File: src/rtl/scl_stretch_pkg.sv
package scl_stretch_pkg;

  typedef enum logic [1:0] {
    CAUSE_NONE = 2'd0,
    CAUSE_TX   = 2'd1,
    CAUSE_RX   = 2'd2
  } cause_e;

  typedef enum logic [1:0] {
    FB_NONE   = 2'd0,
    FB_NACK   = 2'd1,
    FB_RESEND = 2'd2
  } fallback_e;

  typedef enum logic {
    ST_IDLE = 1'b0,
    ST_HOLD = 1'b1
  } state_e;

  // Response applied when a stretch cannot be satisfied
  function automatic fallback_e fallback_for(cause_e c, logic addr_byte);
    fallback_e f;
    case (c)
      CAUSE_RX: f = FB_NACK;
      CAUSE_TX: f = addr_byte ? FB_NACK : FB_RESEND;
      default:  f = FB_NONE;
    endcase
    return f;
  endfunction

endpackage

File: src/rtl/stretch_cause.sv
module stretch_cause
  import scl_stretch_pkg::*;
(
  input  logic      rw_read_i,
  input  logic      addr_phase_i,
  input  logic      txf_empty_i,
  input  logic      rxf_full_i,
  output cause_e    cause_o,
  output fallback_e fallback_o
);

  always_comb begin
    cause_o = CAUSE_NONE;
    if (rw_read_i) begin
      if (txf_empty_i) cause_o = CAUSE_TX;
    end else begin
      if (rxf_full_i) cause_o = CAUSE_RX;
    end
    fallback_o = fallback_for(cause_o, addr_phase_i);
  end

endmodule

File: src/rtl/stretch_timer.sv
module stretch_timer #(
  parameter int TMO_W = 16
) (
  input  logic             clk,
  input  logic             rst_n,
  input  logic             start_i,
  input  logic             run_i,
  input  logic             tmo_en_i,
  input  logic [TMO_W-1:0] limit_i,
  output logic             expire_o
);

  localparam int CW = TMO_W + 1;

  logic [TMO_W-1:0] cnt_q;
  logic [CW-1:0]    next_cnt;

  assign next_cnt = {1'b0, cnt_q} + CW'(1);
  assign expire_o = run_i && tmo_en_i && (next_cnt >= {1'b0, limit_i});

  always_ff @(posedge clk or negedge rst_n) begin
    if (!rst_n) begin
      cnt_q <= '0;
    end else if (start_i) begin
      cnt_q <= '0;
    end else if (run_i && !expire_o) begin
      cnt_q <= next_cnt[TMO_W-1:0];
    end
  end

  // the counter is zero on the first held cycle
  assert_restart_zero_R6: assert property (@(posedge clk) disable iff (!rst_n)
    start_i |=> (cnt_q == '0));

  // with a stable limit the counter never passes it while running
  assert_cnt_bounded_R6: assert property (@(posedge clk) disable iff (!rst_n)
    (run_i && tmo_en_i && !start_i && $stable(limit_i) && (cnt_q < limit_i))
      |=> (cnt_q <= limit_i));

endmodule

File: src/rtl/stretch_fsm.sv
module stretch_fsm
  import scl_stretch_pkg::*;
(
  input  logic      clk,
  input  logic      rst_n,
  input  logic      stretch_en_i,
  input  logic      ack_edge_i,
  input  cause_e    cause_i,
  input  fallback_e fallback_i,
  input  logic      txf_empty_i,
  input  logic      rxf_full_i,
  input  logic      expire_i,
  input  logic      tmo_clr_i,
  output logic      timer_start_o,
  output logic      timer_run_o,
  output logic      scl_hold_o,
  output logic      force_nack_o,
  output logic      resend_last_o,
  output logic      tmo_flag_o
);

  state_e    state_q, state_d;
  cause_e    cause_q, cause_d;
  fallback_e fb_q, fb_d;
  fallback_e pulse_d;
  logic      tmo_hit;
  logic      cond_live;
  logic      nack_q, resend_q, flag_q;

  always_comb begin
    case (cause_q)
      CAUSE_TX: cond_live = txf_empty_i;
      CAUSE_RX: cond_live = rxf_full_i;
      default:  cond_live = 1'b0;
    endcase
  end

  always_comb begin
    state_d       = state_q;
    cause_d       = cause_q;
    fb_d          = fb_q;
    pulse_d       = FB_NONE;
    tmo_hit       = 1'b0;
    timer_start_o = 1'b0;
    case (state_q)
      ST_IDLE: begin
        if (ack_edge_i && (cause_i != CAUSE_NONE)) begin
          if (stretch_en_i) begin
            state_d       = ST_HOLD;
            cause_d       = cause_i;
            fb_d          = fallback_i;
            timer_start_o = 1'b1;
          end else begin
            pulse_d = fallback_i;
          end
        end
      end
      ST_HOLD: begin
        if (!cond_live) begin
          state_d = ST_IDLE;
          cause_d = CAUSE_NONE;
        end else if (expire_i) begin
          state_d = ST_IDLE;
          cause_d = CAUSE_NONE;
          pulse_d = fb_q;
          tmo_hit = 1'b1;
        end
      end
      default: state_d = ST_IDLE;
    endcase
  end

  always_ff @(posedge clk or negedge rst_n) begin
    if (!rst_n) begin
      state_q  <= ST_IDLE;
      cause_q  <= CAUSE_NONE;
      fb_q     <= FB_NONE;
      nack_q   <= 1'b0;
      resend_q <= 1'b0;
      flag_q   <= 1'b0;
    end else begin
      state_q  <= state_d;
      cause_q  <= cause_d;
      fb_q     <= fb_d;
      nack_q   <= (pulse_d == FB_NACK);
      resend_q <= (pulse_d == FB_RESEND);
      if (tmo_hit)        flag_q <= 1'b1;
      else if (tmo_clr_i) flag_q <= 1'b0;
    end
  end

  assign timer_run_o   = (state_q == ST_HOLD);
  assign scl_hold_o    = (state_q == ST_HOLD);
  assign force_nack_o  = nack_q;
  assign resend_last_o = resend_q;
  assign tmo_flag_o    = flag_q;

  // never both fallback commands at once
  assert_single_fallback_R8: assert property (@(posedge clk) disable iff (!rst_n)
    $onehot0({force_nack_o, resend_last_o}));

  // a hold only begins after an enabled strobe
  assert_hold_start_R2: assert property (@(posedge clk) disable iff (!rst_n)
    $rose(scl_hold_o) |-> $past(ack_edge_i && stretch_en_i));

  // the flag only rises at the end of a hold
  assert_flag_from_hold_R9: assert property (@(posedge clk) disable iff (!rst_n)
    $rose(tmo_flag_o) |-> ($past(scl_hold_o) && !scl_hold_o));

  // a fallback pulse is never issued while SCL is held
  assert_pulse_released_R7: assert property (@(posedge clk) disable iff (!rst_n)
    (force_nack_o || resend_last_o) |-> !scl_hold_o);

  // the flag is sticky until cleared
  assert_flag_sticky_R9: assert property (@(posedge clk) disable iff (!rst_n)
    (tmo_flag_o && !tmo_clr_i) |=> tmo_flag_o);

endmodule

File: src/rtl/scl_stretch_ctrl.sv
module scl_stretch_ctrl
  import scl_stretch_pkg::*;
#(
  parameter int TMO_W = 16
) (
  input  logic             clk,
  input  logic             rst_n,
  input  logic             stretch_en_i,
  input  logic             tmo_en_i,
  input  logic [TMO_W-1:0] tmo_limit_i,
  input  logic             tmo_clr_i,
  input  logic             ack_edge_i,
  input  logic             addr_phase_i,
  input  logic             rw_read_i,
  input  logic             txf_empty_i,
  input  logic             rxf_full_i,
  output logic             scl_hold_o,
  output logic             force_nack_o,
  output logic             resend_last_o,
  output logic             tmo_flag_o
);

  cause_e    cause;
  fallback_e fallback;
  logic      t_start, t_run, t_expire;

  stretch_cause u_cause (
    .rw_read_i    (rw_read_i),
    .addr_phase_i (addr_phase_i),
    .txf_empty_i  (txf_empty_i),
    .rxf_full_i   (rxf_full_i),
    .cause_o      (cause),
    .fallback_o   (fallback)
  );

  stretch_timer #(.TMO_W(TMO_W)) u_timer (
    .clk      (clk),
    .rst_n    (rst_n),
    .start_i  (t_start),
    .run_i    (t_run),
    .tmo_en_i (tmo_en_i),
    .limit_i  (tmo_limit_i),
    .expire_o (t_expire)
  );

  stretch_fsm u_fsm (
    .clk           (clk),
    .rst_n         (rst_n),
    .stretch_en_i  (stretch_en_i),
    .ack_edge_i    (ack_edge_i),
    .cause_i       (cause),
    .fallback_i    (fallback),
    .txf_empty_i   (txf_empty_i),
    .rxf_full_i    (rxf_full_i),
    .expire_i      (t_expire),
    .tmo_clr_i     (tmo_clr_i),
    .timer_start_o (t_start),
    .timer_run_o   (t_run),
    .scl_hold_o    (scl_hold_o),
    .force_nack_o  (force_nack_o),
    .resend_last_o (resend_last_o),
    .tmo_flag_o    (tmo_flag_o)
  );

  // with stretching disabled a hold can never begin
  assert_no_hold_disabled_R11: assert property (@(posedge clk) disable iff (!rst_n)
    (!stretch_en_i && !scl_hold_o) |=> !scl_hold_o);

  // a hold whose condition has cleared ends without a fallback
  assert_clean_release_R5: assert property (@(posedge clk) disable iff (!rst_n)
    (scl_hold_o && ((rw_read_i && !txf_empty_i) || (!rw_read_i && !rxf_full_i))
      && $stable(rw_read_i))
      |=> (!force_nack_o && !resend_last_o));

endmodule

File: config.mk
export PLATFORM = sky130hd
export DESIGN_NAME = scl_stretch_ctrl
export DESIGN_NICKNAME = d
export VERILOG_FILES = /design/src/rtl/scl_stretch_pkg.sv /design/src/rtl/stretch_cause.sv /design/src/rtl/stretch_timer.sv /design/src/rtl/stretch_fsm.sv /design/src/rtl/scl_stretch_ctrl.sv
export SDC_FILE = /design/constraint.sdc
export NUM_CORES = 1
export LEC_CHECK = 0
export BUFFER_PORTS_ARGS = -buffer_cell sky130_fd_sc_hd__buf_2
export CAP_MARGIN = 10
export CORE_UTILIZATION = 62
export DETAILED_ROUTE_END_ITERATION = 8
export MAX_ROUTING_LAYER = met4
export PLACE_DENSITY = 0.86
export SKIP_CTS_REPAIR_TIMING = 1
export SLEW_MARGIN = 40
export SYNTH_ARGS = -nofsm -noshare
export SYNTH_HDL_FRONTEND = slang
export SYNTH_SLANG_ARGS = --single-unit
File: constraint.sdc
create_clock -name clk -period 5.2 [get_ports clk]
set_input_delay 0.52 -clock clk [delete_from_list [all_inputs] [get_ports clk]]
set_output_delay 0.52 -clock clk [all_outputs]
set_load 0.03 [all_outputs]
==> metrics list, run 1 <==
- Leaving out fill and tap cells, the most frequent cell in the layout is sky130_fd_sc_hd__buf_2.
- From synthesis to final layout, the design area changed by 8.730%.
- After detailed routing, the number of remaining DRC violations is 0.
* Commonest non-fill, non-tap cells in the layout: sky130_fd_sc_hd__buf_2 (29), sky130_fd_sc_hd__inv_1 (25), sky130_fd_sc_hd__dfrtp_1 (24), sky130_fd_sc_hd__nand2_1 (21), sky130_fd_sc_hd__ha_1 (21)
* RD Place Congestion: 0.8886
* Power per cell area: 183.2 nW/µm²
- Top_reg_cell synth: sky130_fd_sc_hd__dfrtp_1
- Summed over its instances, the top area cell type makes up 29.30% of the synthesized netlist area.
* Setup slack on the worst flop-to-flop path: ~1.4 ns
* Number of enable-type register cells in the synthesized netlist: 0
- In this run the number of H-tree levels came out at 1.
- IO buf count: 29
- The synthesized design spends more area on one cell type than any other, namely sky130_fd_sc_hd__dfrtp_1.
* Number of non-filler instances in the completed layout: 305
* Clk_lat worst skew: about 0.32 ns
- Based on the critical path, the design can be clocked at up to 264.9 MHz.
- Antenna violations before repair: 0
- Summed over all cells, the static leakage comes to 0.001127 µW.
* Initial Util: 66.05%
- Detailed routing placed a total of 2060 µm of wire on met2.
* Post-synth design cell area: 2049 µm²
- Entering global routing, the biggest net connects 25 pins.
- Start-to-end type of the worst setup path: register to register
- Chip Width: 59.50 µm
- CP Launch Type: register
- For the pin with the worst max-slew slack, the measured transition is 0.8077 ns.
- Maximum buffer depth of the clock tree: 2
- Shortest period the worst path allows: around 3.8 ns
- The number of cells on the worst reg-to-reg path is 11.
- Clock-pin slew was measured on the worst setup and hold paths at 0.13 ns.
- The worst register-to-register path ends at u_timer.cnt_q[12].
* Post-synthesis async set-or-reset flop share: between 90% and 100%
- Detailed Route WL: 4232 µm
- 30 I/O pins were placed.
- The floorplan has 20 rows.
- Via/cell ratio: slightly below 6
* Top fanout value on the critical path: 24
- Placed insts: 301
- Of the cells placed in the final design, the portion with a size suffix greater than 1 is 15.71%.
* Arrival @ worst endpoint: 3.99 ns
- The repair_antennas step left the layout with diodes totalling 0.
- Final hold analysis gives a worst-case slack of 0.1640 ns.
* Register area share after synthesis: 29.30%
- Post-synthesis register bit count: 24
- Power, Total: 408.3 µW
- The worst register-to-register path begins at u_timer.cnt_q[2].
- Yosys attributes the largest share of cell area to sky130_fd_sc_hd__dfrtp_1 (29%), sky130_fd_sc_hd__ha_1 (13%), sky130_fd_sc_hd__inv_1 (4.6%).
- Die Area: between 3000 and 4000 µm²
* Library cell contributing the largest single delay on the critical path: sky130_fd_sc_hd__o211ai_4
- Adding up every negative setup slack in the final design gives 0 ns.
- CTS sink count: 24
- Counting stages on the worst path, the most repeated cell is sky130_fd_sc_hd__nand3_1.
* Slowest stage delay, CP: 0.61 ns
- Die height: just under 60 µm
- Global routing usage summed across all routing layers: about 27%
- Detailed-route wire length on metal 1: 1984 µm
* Number of max-slew violations in the final report: 0
* Core Box Area: 3103 µm²
- Run status: finished, final reports clean
- The detailed router finished its first iteration with 95 violations.
- Number of hold-slack violations in the final timing report: 0
- Max-cap violations in this run came to 0.
- Net count reported at finish: 309
- Number of buffers inserted during clock tree synthesis: 3
- Setup violations remaining at the end of the flow were counted as 0.
* Post-synthesis area per instance: ~8.4 µm²
- Vias in the first global route: roughly 1,700
- The cell count after synthesis came out at 243.
- The routed design uses 159 µm of met3 wire.
- Wire length of the first global-routing pass: 7079 µm
- The worst setup path is captured at a register.
- The total overflow left after global routing is 0.
- Wire length per cell after detailed routing: about 14 µm
* Final setup skew: 0.003771 ns
- Antenna viol nets, final: 0
- VDD sags by at most between 0.15 and 0.2 mV.
- Data required time of the worst path: 5.42 ns
- Clock root buffer master: sky130_fd_sc_hd__clkbuf_4
- Length of the first detailed-routing pass in iterations: 4
- The highest metal layer carrying signal wires in the routed design is met4.
* Cells along the critical path: nand3_1, nor3_1, nand2_1, nor2_1, xor2_1, ha_1, nand3_1, or3_1, o211ai_4, nand2b_4, mux2_4
* Remaining max-slew budget at the tightest pin: between 40% and 50%
- TritonCTS built the clock tree.
- The Yosys step of the flow raised 0 warnings.
- The number of nets handed over by synthesis was 290.
* Number of distinct library cells after synthesis: 45
* Post-DP HPWL: 3147 µm
- Setup repair after global routing left no endpoint under its margin.
- The detailed router placed 1,788 vias in this run.
* Worst hold path class: input pin to async pin
- After layout, the worst path uses 72.61% of the clock period.
-- state kept, by name, indices dropped and copies added (netlist names) --
name / cells
u_fsm.scl_hold_o: 1
u_fsm.tmo_flag_o: 1
u_fsm.fb_q: 2
u_timer.cnt_q: 16
u_fsm.resend_last_o: 1
u_fsm.cause_q: 2
u_fsm.force_nack_o: 1
-- how the worst max path moves through the flow --
stage	start	end	cells past startpoint
3_5_place_dp	u_timer.cnt_q[2]	u_timer.cnt_q[10]	11
3_3_place_gp	u_timer.cnt_q[2]	u_timer.cnt_q[13]	11
5_1_grt	u_timer.cnt_q[2]	u_timer.cnt_q[12]	11
6_report	u_timer.cnt_q[2]	u_timer.cnt_q[12]	11
4_1_cts	u_timer.cnt_q[2]	u_timer.cnt_q[12]	11
2_1_floorplan	u_timer.cnt_q[5]	u_timer.cnt_q[10]	12
-- cell type report --
class	count	area, µm²
clock buffer	4	36.28
fill	276	874.6
inverter	25	93.84
multi-input combinational	179	1297
sequential	24	600.6
tap	44	55.05
timing repair buffer	29	145.1
-- per-layer routing --
metal | vias up | GRT usage (%)
li1 | 894 | -
met1 | 839 | 35.12
met2 | 47 | 43.66
met3 | 8 | 4.803
met4 | 0 | 6.977
met5 | - | -
-- critical path, delay by kind of cell (launching register included) --
kind / cells / cell delay [ns]
compound gates: 1 / 0.61
xor+xnor: 1 / 0.11
fa+ha+maj: 1 / 0.30
flops: 1 / 0.48
mux: 1 / 0.32
simple gates: 7 / 1.83
-- synth_stat cells, types with 2 or more instances --
library cell / number
sky130_fd_sc_hd__xnor2_1: 6
sky130_fd_sc_hd__nor4_1: 4
sky130_fd_sc_hd__and2_1: 8
sky130_fd_sc_hd__o21ai_0: 11
sky130_fd_sc_hd__a21oi_1: 10
sky130_fd_sc_hd__clkbuf_1: 12
sky130_fd_sc_hd__xor2_1: 9
sky130_fd_sc_hd__or4_1: 3
sky130_fd_sc_hd__ha_1: 21
sky130_fd_sc_hd__nand3b_1: 3
sky130_fd_sc_hd__and3_1: 3
sky130_fd_sc_hd__inv_1: 25
sky130_fd_sc_hd__nor3_1: 6
sky130_fd_sc_hd__mux2i_1: 4
sky130_fd_sc_hd__nand3_1: 14
sky130_fd_sc_hd__nor2b_1: 2
sky130_fd_sc_hd__a22o_1: 2
sky130_fd_sc_hd__nor2_1: 12
sky130_fd_sc_hd__dfrtp_1: 24
sky130_fd_sc_hd__a21o_1: 2
sky130_fd_sc_hd__nand2_1: 21
sky130_fd_sc_hd__nand4_1: 6
sky130_fd_sc_hd__nand2b_1: 2
sky130_fd_sc_hd__mux2_4: 3
sky130_fd_sc_hd__a22oi_1: 5
sky130_fd_sc_hd__o211ai_1: 6
-- where the power goes --
part	leakage [µW]	internal [µW]	switching (µW)
Sequential	0.000331	198	16.7
Clock	0.0000210	42.8	56.5
Combinational	0.000774	42.1	51.9
Total	0.00113	283	125
-- per-stage QoR --
stage | instance area (µm²) | setup slack [ns] | util [%]
finish | 2228 | 1.424 | 71.81
CTS | 2228 | 1.438 | 71.81
detailed placement | 2192 | 1.510 | 70.65
global route | 2228 | 1.186 | 71.81
global placement | 2183 | 1.339 | 70.36
floorplan | 2049 | 2.279 | -
-- kinds of logic after synthesis --
kind of cell | Yosys count | synth area share [%]
and+or+nand+nor | 88 | 22.47
muxes | 7 | 4.151
DFF | 24 | 29.30
AOI/OAI and AO/OA | 48 | 17.03
adders and majority gates | 21 | 12.82
xor gates and xnor gates | 15 | 6.410
buffers and inverters | 40 | 7.814
Note: power is estimated with default switching activity, not from simulation.
==> inputs of run 2 (changes only) <==
CORE_UTILIZATION = 52   (was 62)
PLACE_DENSITY = 0.77   (was 0.86)
clock period = 3.4 ns   (was 5.2 ns; I/O delays follow)
==> run 2 against run 1 <==
Against the previous run: final cell count increased by 4.3%; die area increased by 19%; first-iteration DRC count decreased by 36%; final area increased by 6.4%; register-to-register slack got worse by 1.2 ns; total power increased by 78%; global-route usage decreased by 4.6 points; highest routed layer unchanged; sequential share of layout area decreased by 1.6 points.
==> metrics list, run 2 (synthesis results as in run 1) <==
- Arrival @ worst endpoint: 3.35 ns (was 3.99 ns)
- The peak supply drop came to 0.4097 mV (was 0.1987 mV).
* Proportion of layout cells with a drive suffix above 1: 20.74% (was 15.71%)
- CTS sink count: 24 (unchanged)
- Total gr overflow: 0 (unchanged)
- Register bank with the most flops: u_timer.cnt_q (unchanged)
- The half-perimeter wire length after detailed placement is 3228 µm (was 3147 µm).
- Number of remaining DRC errors: 0 (unchanged)
- The time the worst path needs with I/O delays and setup was 3.200 ns (was 3.776 ns).
- Area of all placed cells without fillers: 2371 µm² (was 2228 µm²)
* Static leakage: 0.001188 µW (was 0.001127 µW)
- The cell with the largest stage delay on the worst path is sky130_fd_sc_hd__dfrtp_1 (was sky130_fd_sc_hd__o211ai_4).
* Wire length of the first global-routing pass: 7279 µm (was 7079 µm)
- Die Area: 4196 µm² (was 3540 µm²)
- The leading cell type in the layout, fill and taps excluded is sky130_fd_sc_hd__buf_2 (unchanged).
* IO buf count: 29 (unchanged)
* Critical Path Sink Type: register (unchanged)
* Setup slack on the worst flop-to-flop path: 0.20 ns (was 1.42 ns)
- Detailed Route WL: 4231 µm (was 4232 µm)
* Count of standard-cell rows: 22 (was 20)
- Net count reported at finish: 318 (was 309)
- Fill cell instance count of the final layout: 341 (was 276)
* Final setup skew: 0.01015 ns (was 0.003771 ns)
- Largest net degree at the start of global routing: 25 (unchanged)
* Depth of the CTS H-tree: 1 (unchanged)
- Ports placed on the boundary: 30 (unchanged)
- Via/cell ratio: 5.538 (was 5.862)
- The type of the worst setup path is register to register (unchanged).
- The width of the die is 64.78 µm (was 59.50 µm).
* Run status: finished, final reports clean (unchanged)
* Number of max-slew violations in the final report: 0 (unchanged)
- RD Place Congestion: 0.8275 (was 0.8886)
- Top fanout value on the critical path: 23 (was 24)
- The number of max-cap violations was 0 (unchanged).
* Number of buffers inserted during clock tree synthesis: 3 (unchanged)
- Clock root buffer master: sky130_fd_sc_hd__clkbuf_8 (was sky130_fd_sc_hd__clkbuf_4)
- Vias post-DR: 1,761 (was 1,788)
- CTS tree: yes (unchanged)
- Cells along the critical path: nand3_1, nor3_2, nand2_1, buf_4, nor2_1, xor2_1, ha_1, nand3_1, or3_1, o211ai_2, buf_12, nor4b_2, a311o_1 (was nand3_1, nor3_1, nand2_1, nor2_1, xor2_1, ha_1, nand3_1, or3_1, o211ai_4, nand2b_4, mux2_4).
- Data required time of the worst path: 3.55 ns (was 5.42 ns)
- The deepest clock path buffer count is 2 (unchanged).
- Registers with the most flip-flops: u_timer.cnt_q x16, u_fsm.cause_q x2, u_fsm.fb_q x2 (unchanged)
* Fin crit share: 94.11% (was 72.61%)
- Placed inst area: 2253 µm² (was 2192 µm²)
- Core Box Area: 3716 µm² (was 3103 µm²)
* Number of hold-slack violations in the final timing report: 0 (unchanged)
- Vias in the first global route: 1,689 (was 1,679)
- The remaining number of nets flagged by the antenna check after routing was 0 (unchanged).
- Antenna Diode Count: 0 (unchanged)
- The number of flip-flops under the largest register name came to 16 (unchanged).
- The kind of start point of the critical path is a register (unchanged).
- Commonest non-fill, non-tap cells in the layout: sky130_fd_sc_hd__buf_2 (29), sky130_fd_sc_hd__inv_1 (25), sky130_fd_sc_hd__dfrtp_1 (24), sky130_fd_sc_hd__nand2_1 (21), sky130_fd_sc_hd__ha_1 (20) (was sky130_fd_sc_hd__buf_2 (29), sky130_fd_sc_hd__inv_1 (25), sky130_fd_sc_hd__dfrtp_1 (24), sky130_fd_sc_hd__nand2_1 (21), sky130_fd_sc_hd__ha_1 (21)).
- Power per cell area: 306.6 nW/µm² (was 183.2 nW/µm²)
- The number of antenna violations at the first check in global routing came to 0 (unchanged).
- Crit path top cell by count: sky130_fd_sc_hd__nand3_1 (unchanged)
- The height of the die is 64.78 µm (was 59.50 µm).
- The first-pass iteration count of the detailed router was 4 (unchanged).
- The clock-pin slew on the worst setup and hold paths was 0.09 ns (was 0.13 ns).
- Clk_lat worst skew: 0.27 ns (was 0.32 ns)
- The initial cell density of the core was 55.15% (was 66.05%).
- The wire length per cell after detailed routing is 13.31 µm (was 13.88 µm).
* Count of routing violations after the opening detailed-route iteration: 61 (was 95)
* Worst hold path class: input pin to async pin (unchanged)
- Slowest stage delay, CP: 0.46 ns (was 0.61 ns)
- Summed negative setup slack over all endpoints: 0 ns (unchanged)
- Global routing usage summed across all routing layers: 22.47% (was 27.04%)
* Total of endpoints with negative setup slack in the final report: 0 (unchanged)
- Remaining max-slew budget at the tightest pin: 65.41% (was 46.15%)
* Layout area overhead: 15.69% (was 8.730%)
* Transition at the pin with the smallest max-transition slack: 0.5188 ns (was 0.8077 ns)
* Peak Freq: 312.5 MHz (was 264.9 MHz)
## run 2: cell count changes in the layout (fill, tap and decap cells not counted), sizes merged
cell and change:
bufinv +1, clkbuf -1, buf +9
## run 2: where the power goes
group | total (µW) | switching [µW] | leakage, µW | internal (µW)
registers | 321 | 17.8 | 0.000331 | 303
logic | 158 | 87.2 | 0.000821 | 70.3
clock network | 249 | 91.1 | 0.0000357 | 157
total | 727 | 196 | 0.00119 | 531
## run 2: layer usage
layer	wire (µm)	GRT usage, %	up-vias
met1	2028	28.85	824
met5	0	-	-
met2	2062	37.76	22
met4	24	3.889	0
li1	-	-	911
met3	116	3.345	4
## run 2: stage by stage
step	worst slack [ns]	utilization, %	hold WS (ns)	std cells	power, µW
2_1_floorplan	0.4787	-	0.04441	243	428.5
3_3_place_gp	0.2333	60.64	0.3619	312	478.3
3_5_place_dp	0.1248	60.64	0.3536	312	481.8
4_1_cts	0.1033	62.56	0.04871	316	734.5
5_1_grt	-0.02170	63.80	0.07387	318	771.3
6_report	0.2001	63.80	0.03037	318	727.0
## run 2: layout make-up
class	instances	area, µm²	share of cell area (%)
Multi-Input combinational cell	179	1320	55.67
Sequential cell	24	600.6	25.33
Clock inverter	1	30.03	1.266
Tap cell	48	60.06	2.533
Timing Repair Buffer	38	225.2	9.499
Clock buffer	3	41.29	1.741
Inverter	25	93.84	3.958
## run 2: final timing paths
path	cells after the start	startpoint	end
max	13	u_timer.cnt_q[6]	u_timer.cnt_q[15]
min	1	rst_n	u_timer.cnt_q[6]
max reg2reg	13	u_timer.cnt_q[6]	u_timer.cnt_q[15]
min reg2reg	1	u_fsm.fb_q[1]	u_fsm.force_nack_o
max in group asynchronous	1	rst_n	u_timer.cnt_q[12]
min in group clk	2	tmo_clr_i	u_fsm.tmo_flag_o
## run 2: worst max-delay path: cells and delay by family (launching register included)
| kind | cells | cell delay, ns |
|---|---|---|
| adder cells (fa/ha/maj) | 1 | 0.29 |
| buffers and inverters | 2 | 0.36 |
| flip-flops | 1 | 0.46 |
| XOR/XNOR | 1 | 0.10 |
| AO/OA/AOI/OAI | 2 | 0.55 |
| AND/OR/NAND/NOR | 7 | 1.30 |
